**src/rtl/pag_pkg.sv**
```systemverilog
package pag_pkg;

  typedef enum logic [2:0] {
    AM_PLAIN   = 3'd0,
    AM_POSTINC = 3'd1,
    AM_PREDEC  = 3'd2,
    AM_DISP    = 3'd3,
    AM_PUSH    = 3'd4,
    AM_POP     = 3'd5,
    AM_PROG    = 3'd6,
    AM_DIRECT  = 3'd7
  } amode_e;

  typedef enum logic [1:0] {
    PS_X    = 2'd0,
    PS_Y    = 2'd1,
    PS_Z    = 2'd2,
    PS_ZALT = 2'd3
  } psel_e;

  // forms that write the pointer back to its register pair
  function automatic logic f_ptr_wb(amode_e m);
    return (m == AM_POSTINC) || (m == AM_PREDEC);
  endfunction

  // forms that move the stack pointer
  function automatic logic f_stack(amode_e m);
    return (m == AM_PUSH) || (m == AM_POP);
  endfunction

  // displacement honoured only on Y and Z
  function automatic logic f_disp_ok(psel_e s);
    return s != PS_X;
  endfunction

  // pair index 0/1/2 for X/Y/Z; code 3 folds onto Z
  function automatic logic [1:0] f_pair(psel_e s);
    return (s == PS_ZALT) ? 2'd2 : s;
  endfunction

endpackage

```
**src/rtl/pag_calc.sv**
```systemverilog
module pag_calc
  import pag_pkg::*;
#(
  parameter int PTR_W     = 16,
  parameter int SP_W      = 8,
  parameter int DISP_W    = 6,
  parameter int REG_W     = 5,
  parameter int PAIR_BASE = 26,
  parameter int DATA_CYC  = 2,
  parameter int PROG_CYC  = 3,
  parameter int CNT_W     = 2
) (
  input  amode_e             mode_i,
  input  psel_e              psel_i,
  input  logic [DISP_W-1:0]  disp_i,
  input  logic [PTR_W-1:0]   daddr_i,
  input  logic [PTR_W-1:0]   px_i,
  input  logic [PTR_W-1:0]   py_i,
  input  logic [PTR_W-1:0]   pz_i,
  input  logic [SP_W-1:0]    sp_i,
  output logic [PTR_W-1:0]   addr_o,
  output logic [PTR_W-1:0]   wb_data_o,
  output logic [REG_W-1:0]   wb_reg_o,
  output logic               wb_flag_o,
  output logic [SP_W-1:0]    sp_next_o,
  output logic               sp_flag_o,
  output logic               prog_o,
  output logic [CNT_W-1:0]   ncyc_o
);

  localparam int PAD_W = PTR_W - SP_W;

  logic [PTR_W-1:0] base;
  logic [SP_W-1:0]  sp_inc;
  logic [1:0]       pair;

  assign pair   = f_pair(psel_i);
  assign sp_inc = sp_i + SP_W'(1);

  always_comb begin
    unique case (pair)
      2'd0:    base = px_i;
      2'd1:    base = py_i;
      default: base = pz_i;
    endcase
  end

  always_comb begin
    addr_o    = base;
    wb_data_o = base;
    wb_flag_o = f_ptr_wb(mode_i);
    sp_next_o = sp_i;
    sp_flag_o = f_stack(mode_i);
    prog_o    = 1'b0;
    unique case (mode_i)
      AM_POSTINC: wb_data_o = base + PTR_W'(1);
      AM_PREDEC: begin
        addr_o    = base - PTR_W'(1);
        wb_data_o = base - PTR_W'(1);
      end
      AM_DISP: if (f_disp_ok(psel_i)) addr_o = base + PTR_W'(disp_i);
      AM_PUSH: begin
        addr_o    = {{PAD_W{1'b0}}, sp_i};
        sp_next_o = sp_i - SP_W'(1);
      end
      AM_POP: begin
        addr_o    = {{PAD_W{1'b0}}, sp_inc};
        sp_next_o = sp_inc;
      end
      AM_PROG: begin
        addr_o = pz_i;
        prog_o = 1'b1;
      end
      AM_DIRECT: addr_o = daddr_i;
      default: ;
    endcase
  end

  assign wb_reg_o = REG_W'(PAIR_BASE) + REG_W'({pair, 1'b0});
  assign ncyc_o   = (mode_i == AM_PROG) ? CNT_W'(PROG_CYC) : CNT_W'(DATA_CYC);

endmodule

```
**src/rtl/pag_seq.sv**
```systemverilog
module pag_seq #(
  parameter int CNT_W = 2
) (
  input  logic             clk,
  input  logic             rst_n,
  input  logic             start_i,
  input  logic [CNT_W-1:0] ncyc_i,
  output logic             accept_o,
  output logic             busy_o,
  output logic             last_o
);

  logic [CNT_W-1:0] cnt_q;

  assign accept_o = start_i && (cnt_q == '0);
  assign busy_o   = cnt_q != '0;
  assign last_o   = cnt_q == CNT_W'(1);

  always_ff @(posedge clk) begin
    if (!rst_n)          cnt_q <= '0;
    else if (accept_o)   cnt_q <= ncyc_i;
    else if (busy_o)     cnt_q <= cnt_q - CNT_W'(1);
  end

endmodule

```
**src/rtl/ptr_addr_gen.sv**
```systemverilog
module ptr_addr_gen
  import pag_pkg::*;
#(
  parameter int          PTR_W     = 16,
  parameter int          SP_W      = 8,
  parameter int          DISP_W    = 6,
  parameter int          REG_W     = 5,
  parameter int          PAIR_BASE = 26,
  parameter int          DATA_CYC  = 2,
  parameter int          PROG_CYC  = 3,
  parameter logic [7:0]  SP_INIT   = 8'hFF
) (
  input  logic              clk,
  input  logic              rst_n,
  input  logic              start,
  input  logic [2:0]        mode,
  input  logic [1:0]        psel,
  input  logic [DISP_W-1:0] disp,
  input  logic [PTR_W-1:0]  direct_addr,
  input  logic [PTR_W-1:0]  ptr_x,
  input  logic [PTR_W-1:0]  ptr_y,
  input  logic [PTR_W-1:0]  ptr_z,
  output logic              busy,
  output logic              last,
  output logic [PTR_W-1:0]  addr,
  output logic              prog_rd,
  output logic              ptr_wb_en,
  output logic [REG_W-1:0]  ptr_wb_reg,
  output logic [PTR_W-1:0]  ptr_wb_data,
  output logic [SP_W-1:0]   sp_val,
  output logic              sp_wr,
  output logic [SP_W-1:0]   sp_nxt
);

  localparam int MAX_CYC = (PROG_CYC > DATA_CYC) ? PROG_CYC : DATA_CYC;
  localparam int CNT_W   = $clog2(MAX_CYC + 1);

  logic [PTR_W-1:0] c_addr, c_wb_data;
  logic [REG_W-1:0] c_wb_reg;
  logic             c_wb_flag, c_sp_flag, c_prog;
  logic [SP_W-1:0]  c_sp_next;
  logic [CNT_W-1:0] c_ncyc;
  logic             accept;

  logic [PTR_W-1:0] addr_q, wb_data_q;
  logic [REG_W-1:0] wb_reg_q;
  logic             wb_flag_q, sp_flag_q, prog_q;
  logic [SP_W-1:0]  sp_next_q, sp_q;

  pag_calc #(
    .PTR_W(PTR_W), .SP_W(SP_W), .DISP_W(DISP_W), .REG_W(REG_W),
    .PAIR_BASE(PAIR_BASE), .DATA_CYC(DATA_CYC), .PROG_CYC(PROG_CYC),
    .CNT_W(CNT_W)
  ) u_calc (
    .mode_i    (amode_e'(mode)),
    .psel_i    (psel_e'(psel)),
    .disp_i    (disp),
    .daddr_i   (direct_addr),
    .px_i      (ptr_x),
    .py_i      (ptr_y),
    .pz_i      (ptr_z),
    .sp_i      (sp_q),
    .addr_o    (c_addr),
    .wb_data_o (c_wb_data),
    .wb_reg_o  (c_wb_reg),
    .wb_flag_o (c_wb_flag),
    .sp_next_o (c_sp_next),
    .sp_flag_o (c_sp_flag),
    .prog_o    (c_prog),
    .ncyc_o    (c_ncyc)
  );

  pag_seq #(.CNT_W(CNT_W)) u_seq (
    .clk      (clk),
    .rst_n    (rst_n),
    .start_i  (start),
    .ncyc_i   (c_ncyc),
    .accept_o (accept),
    .busy_o   (busy),
    .last_o   (last)
  );

  // request latched once, held for the whole access
  always_ff @(posedge clk) begin
    if (!rst_n) begin
      addr_q    <= '0;
      wb_data_q <= '0;
      wb_reg_q  <= '0;
      wb_flag_q <= 1'b0;
      sp_flag_q <= 1'b0;
      sp_next_q <= '0;
      prog_q    <= 1'b0;
    end else if (accept) begin
      addr_q    <= c_addr;
      wb_data_q <= c_wb_data;
      wb_reg_q  <= c_wb_reg;
      wb_flag_q <= c_wb_flag;
      sp_flag_q <= c_sp_flag;
      sp_next_q <= c_sp_next;
      prog_q    <= c_prog;
    end
  end

  always_ff @(posedge clk) begin
    if (!rst_n)     sp_q <= SP_W'(SP_INIT);
    else if (sp_wr) sp_q <= sp_next_q;
  end

  assign addr        = addr_q;
  assign prog_rd     = busy && prog_q;
  assign ptr_wb_en   = last && wb_flag_q;
  assign ptr_wb_reg  = wb_reg_q;
  assign ptr_wb_data = wb_data_q;
  assign sp_wr       = last && sp_flag_q;
  assign sp_nxt      = sp_next_q;
  assign sp_val      = sp_q;

endmodule

```
**config.mk**
```make
export PLATFORM = sky130hd
export DESIGN_NAME = ptr_addr_gen
export DESIGN_NICKNAME = d
export VERILOG_FILES = /design/src/rtl/pag_pkg.sv /design/src/rtl/pag_calc.sv /design/src/rtl/pag_seq.sv /design/src/rtl/ptr_addr_gen.sv
export SDC_FILE = /design/constraint.sdc
export NUM_CORES = 1
export LEC_CHECK = 0
export BUFFER_PORTS_ARGS = -buffer_cell sky130_fd_sc_hd__buf_2
export CAP_MARGIN = 10
export CORE_MARGIN = 5
export CORE_UTILIZATION = 25
export CTS_CLUSTER_SIZE = 30
export DETAILED_ROUTE_END_ITERATION = 7
export PLACE_DENSITY_LB_ADDON = 0.15
export SLEW_MARGIN = 10
export SYNTH_ARGS = -nofsm -noshare
export SYNTH_HDL_FRONTEND = slang
export SYNTH_SLANG_ARGS = --single-unit
```
**constraint.sdc**
```tcl
create_clock -name clk -period 5.6 [get_ports clk]
set_input_delay 0.28 -clock clk [delete_from_list [all_inputs] [get_ports clk]]
set_output_delay 0.28 -clock clk [all_outputs]
set_load 0.1 [all_outputs]
```
==> results.md <==
* Critical path required time at 5.79 ns
* First-pass GRT wire length at 30.4 mm
* Fmax at 300 MHz
* Reg2Reg Launch Point: u_seq.cnt_q[0]
* Clock-pin slew on the worst setup and hold paths at approximately 0.080 ns
* Share of layout cells above drive strength 1 at 22.8%
* Multi-input logic area at 3200 sq um
* Final Cell Area at 5540 sq um
* Power Density at 395 nW/um^2
* Placed Cells at 957
* Root Buffer: clkbuf_16
* Final Cycle Share at 59.5%
* Reg2reg path depth at 7
* Vert. Die Dim at 146 microns
* Hold depth at 3
* Post-route insts no fill at 965
* Sequential fraction of the synthesis area at roughly a quarter
* Clock sinks at 56
* DR WL met3 at 993 microns
* Post-DP HPWL at 14.9 mm
* FF/Latch Area at 1120 sq um
* Total Routing Usage GR at about 18%
* Initial cell density of the core at 25.6%
* Placement Cell Area at roughly 5400 sq um
* Mapped Area at 4630 sq um
* CP max-delay cell: buf_2
* Slew HR at 37.1%
* R2R Path End: addr[11]
* GP Congestion at 0.900
* Endpoint type of the worst setup path: flop
* Clock Latency Late Sink at 0.30 ns
* Number of iterations in the first detailed-routing pass at 5
* Clock skew at roughly 0.007 ns
* Synth cell types at 63
* Lkg Pwr at 0.00232 uW
* Die area at about 21000 sq um
* Die Wd at 146 microns
* RSZ-0062 raised after global routing: no
* Reg-to-reg setup timing slack at 3.47 ns
* Site Rows at 49
* Hold Vio Cnt, Final at 0
* Worst Tran Pin Value at about 0.94 ns
* CTS H-tree lvls at 2
* WL final at 19.2 mm
* WL met2 at 9.45 mm
* Antenna violations before repair at 0
* Fin util at 30.6%
* Congestion Overflow GR at 0
* Worst min-delay path startpoint: start
* Ys Warns at 0
* Diode count at 0
* Number of synthesized flops with an enable pin at 0
* Antenna-violating nets left at 0
* CP max stage delay at 0.47 ns
* TNS Setup at 0 ns
* HP Class: in -> reg
* Dominant synthesized flop cell: dfxtp_1
* Nets@finish at roughly 830
* Via count at about 5.3k
* CTS max path bufs at 2
* Via/cell ratio at 5.47
* Critical path launch point type: primary input
* Avg Inst Size Synth at a little over 7 sq um
* Highest routed layer: met4
* Initial DRC Count at approximately 260
* Critical Path Most Common Cell: a21oi_1
* Wire length on met1 at 8.14 mm
* Post-CTS sizing at 0
* Mapped Nets at 730
* Run status: finished, final reports clean
* Tmin final at 3.33 ns
* Cells after synthesis at around 640
* Max Cap Violations at 0
* Worst VDD drop at around 200 uV
* Setup CP Type: in -> reg
* Filler cell count at a little over 2k
* PortBufs at 134
* Hold buffers post-CTS at 0
* Register bit count reported by yosys at 56
* Postcts setup bufs at 0
* Core box area at 18100 sq um
* Synth-to-Final Area Change at 19.6%
* Remaining DRCs at 0
* Setup violations, final at 0
* Vias in the first global route at 5437
* CP max FO at 22
* Hold Path End: u_seq.cnt_q[1]
* CTS tree: done
* CTS Buf Count at 5
* Worst endpoint data arrival time at 3.53 ns
* Post-synth ARST share at 0%
* Fin. max-slew vios at 0
* Worst path cell trace: buf_2, mux2i_1, o21ai_1, ha_1, fa_1, a211oi_1, o21bai_1, a21oi_1, nor3_1, xnor2_1, a221oi_1, a21oi_1
* Largest net degree at the start of global routing at 55
* Drt wl/cell at 19.9 microns
* IO Pins at around 140
-- area by class of cell --
| type | instances | share of cell area (%) |
|---|---|---|
| multi-input combinational | 517 | 57.8 |
| tap | 229 | 5.17 |
| clock inverter | 3 | 0.452 |
| inverter | 13 | 0.881 |
| clock buffer | 5 | 2.26 |
| timing repair buffer | 142 | 13.2 |
| sequential | 56 | 20.2 |
-- cells in the mapped netlist (2+ instances only) --
cell type   n  share of area [%]
ha_1       12                3.2
buf_2       4               0.43
nand4_1     7               0.95
or3_1       8                1.1
a41oi_1     2               0.38
xor2_1     12                2.3
o21ai_1     6               0.65
nand2b_1    4               0.54
buf_4       3               0.49
o221ai_1    9                1.7
nor4_1      6               0.81
a21o_1      6               0.97
clkbuf_1   39                3.2
nand3b_1    5               0.81
a22oi_1     3               0.49
a311oi_1    4               0.76
o211ai_1    5               0.81
a32oi_1     2               0.38
a31oi_1    17                2.3
or4_1       2               0.32
xnor2_1    22                4.2
mux2_4      2               0.65
nor2b_1     6               0.81
o21bai_1    3               0.49
o21ai_2     2               0.38
buf_6       6                1.5
a211oi_1   13                2.1
o22ai_1     5               0.68
inv_1      12               0.97
mux2i_1    23                5.0
o21a_1      7                1.1
nor3_1     20                2.2
dfxtp_1    56                 24
o2111ai_1   2               0.38
a21oi_1    59                6.4
and3_1      5               0.68
o21ai_0    52                5.6
nand2_1    73                5.9
o311a_1     2               0.43
or2_2       2               0.27
mux2_2      6                1.5
and2_1      4               0.54
a221oi_1    8                1.5
nor2_1     56                4.5
nand3_1    19                2.1
-- cell usage in the layout, fill, tap and decap left out, types with 7 or more instances in the layout --
master,synthesis,final
buf_2,4,134
ha_1,12,12
buf_4,3,8
o21a_1,7,7
nand3_1,19,19
o221ai_1,9,9
a221oi_1,8,8
xor2_1,12,12
o21ai_0,52,51
mux2i_1,23,23
a21oi_1,59,59
nor2_1,56,56
a211oi_1,13,13
o21ai_1,6,7
inv_1,12,12
nor3_1,20,20
or3_1,8,8
a31oi_1,17,17
xnor2_1,22,22
nand2_1,73,73
dfxtp_1,56,56
nand4_1,7,7
-- worst max-delay path by stage --
stage	startpoint	endpoint	slack, ns	cells after the start
6_report	psel[0]	addr[12]	2.27	12
5_1_grt	psel[1]	addr[12]	1.98	11
4_1_cts	psel[0]	addr[12]	2.26	12
3_5_place_dp	psel[0]	addr[12]	1.95	12
3_3_place_gp	psel[0]	addr[12]	2.06	12
2_1_floorplan	u_seq.cnt_q[0]	sp_val[1]	2.66	6
-- metrics by stage --
stage	power (uW)	hold slack [ns]	setup WS, ns
floorplan	1610	0.446	2.66
global placement	1870	0.445	2.06
detailed placement	1880	0.450	1.95
CTS	2210	0.337	2.26
global route	2310	0.365	1.98
finish	2190	0.337	2.27
-- critical path: cells and delay by family --
kind	cells	cell delay, ns
adders and majority gates	2	0.78
AOI/OAI and AO/OA	6	1.42
muxes	1	0.27
and+or+nand+nor	1	0.15
buffers and inverters	1	0.47
xor gates and xnor gates	1	0.16
-- kinds of logic after synthesis --
kind of cell             synth area share, %
flip-flops                              24.2
XOR/XNOR                                6.43
AO/OA/AOI/OAI                           29.5
AND/OR/NAND/NOR                         22.4
multiplexers                            7.08
other                                 0.0810
buffers and inverters                   6.67
adder cells (fa/ha/maj)                 3.67
-- where the power goes --
group          switching (uW)  internal (uW)
clock                     162            170
sequential               61.3            489
combinational            1050            258
total                    1270            916
-- per-layer routing --
metal  vias up  track usage [%]
met5         -                0
met4         0             6.11
met3        37             2.82
met2       175             30.9
met1      2532             21.7
li1       2532                -
(Power assumes the default switching activity.)
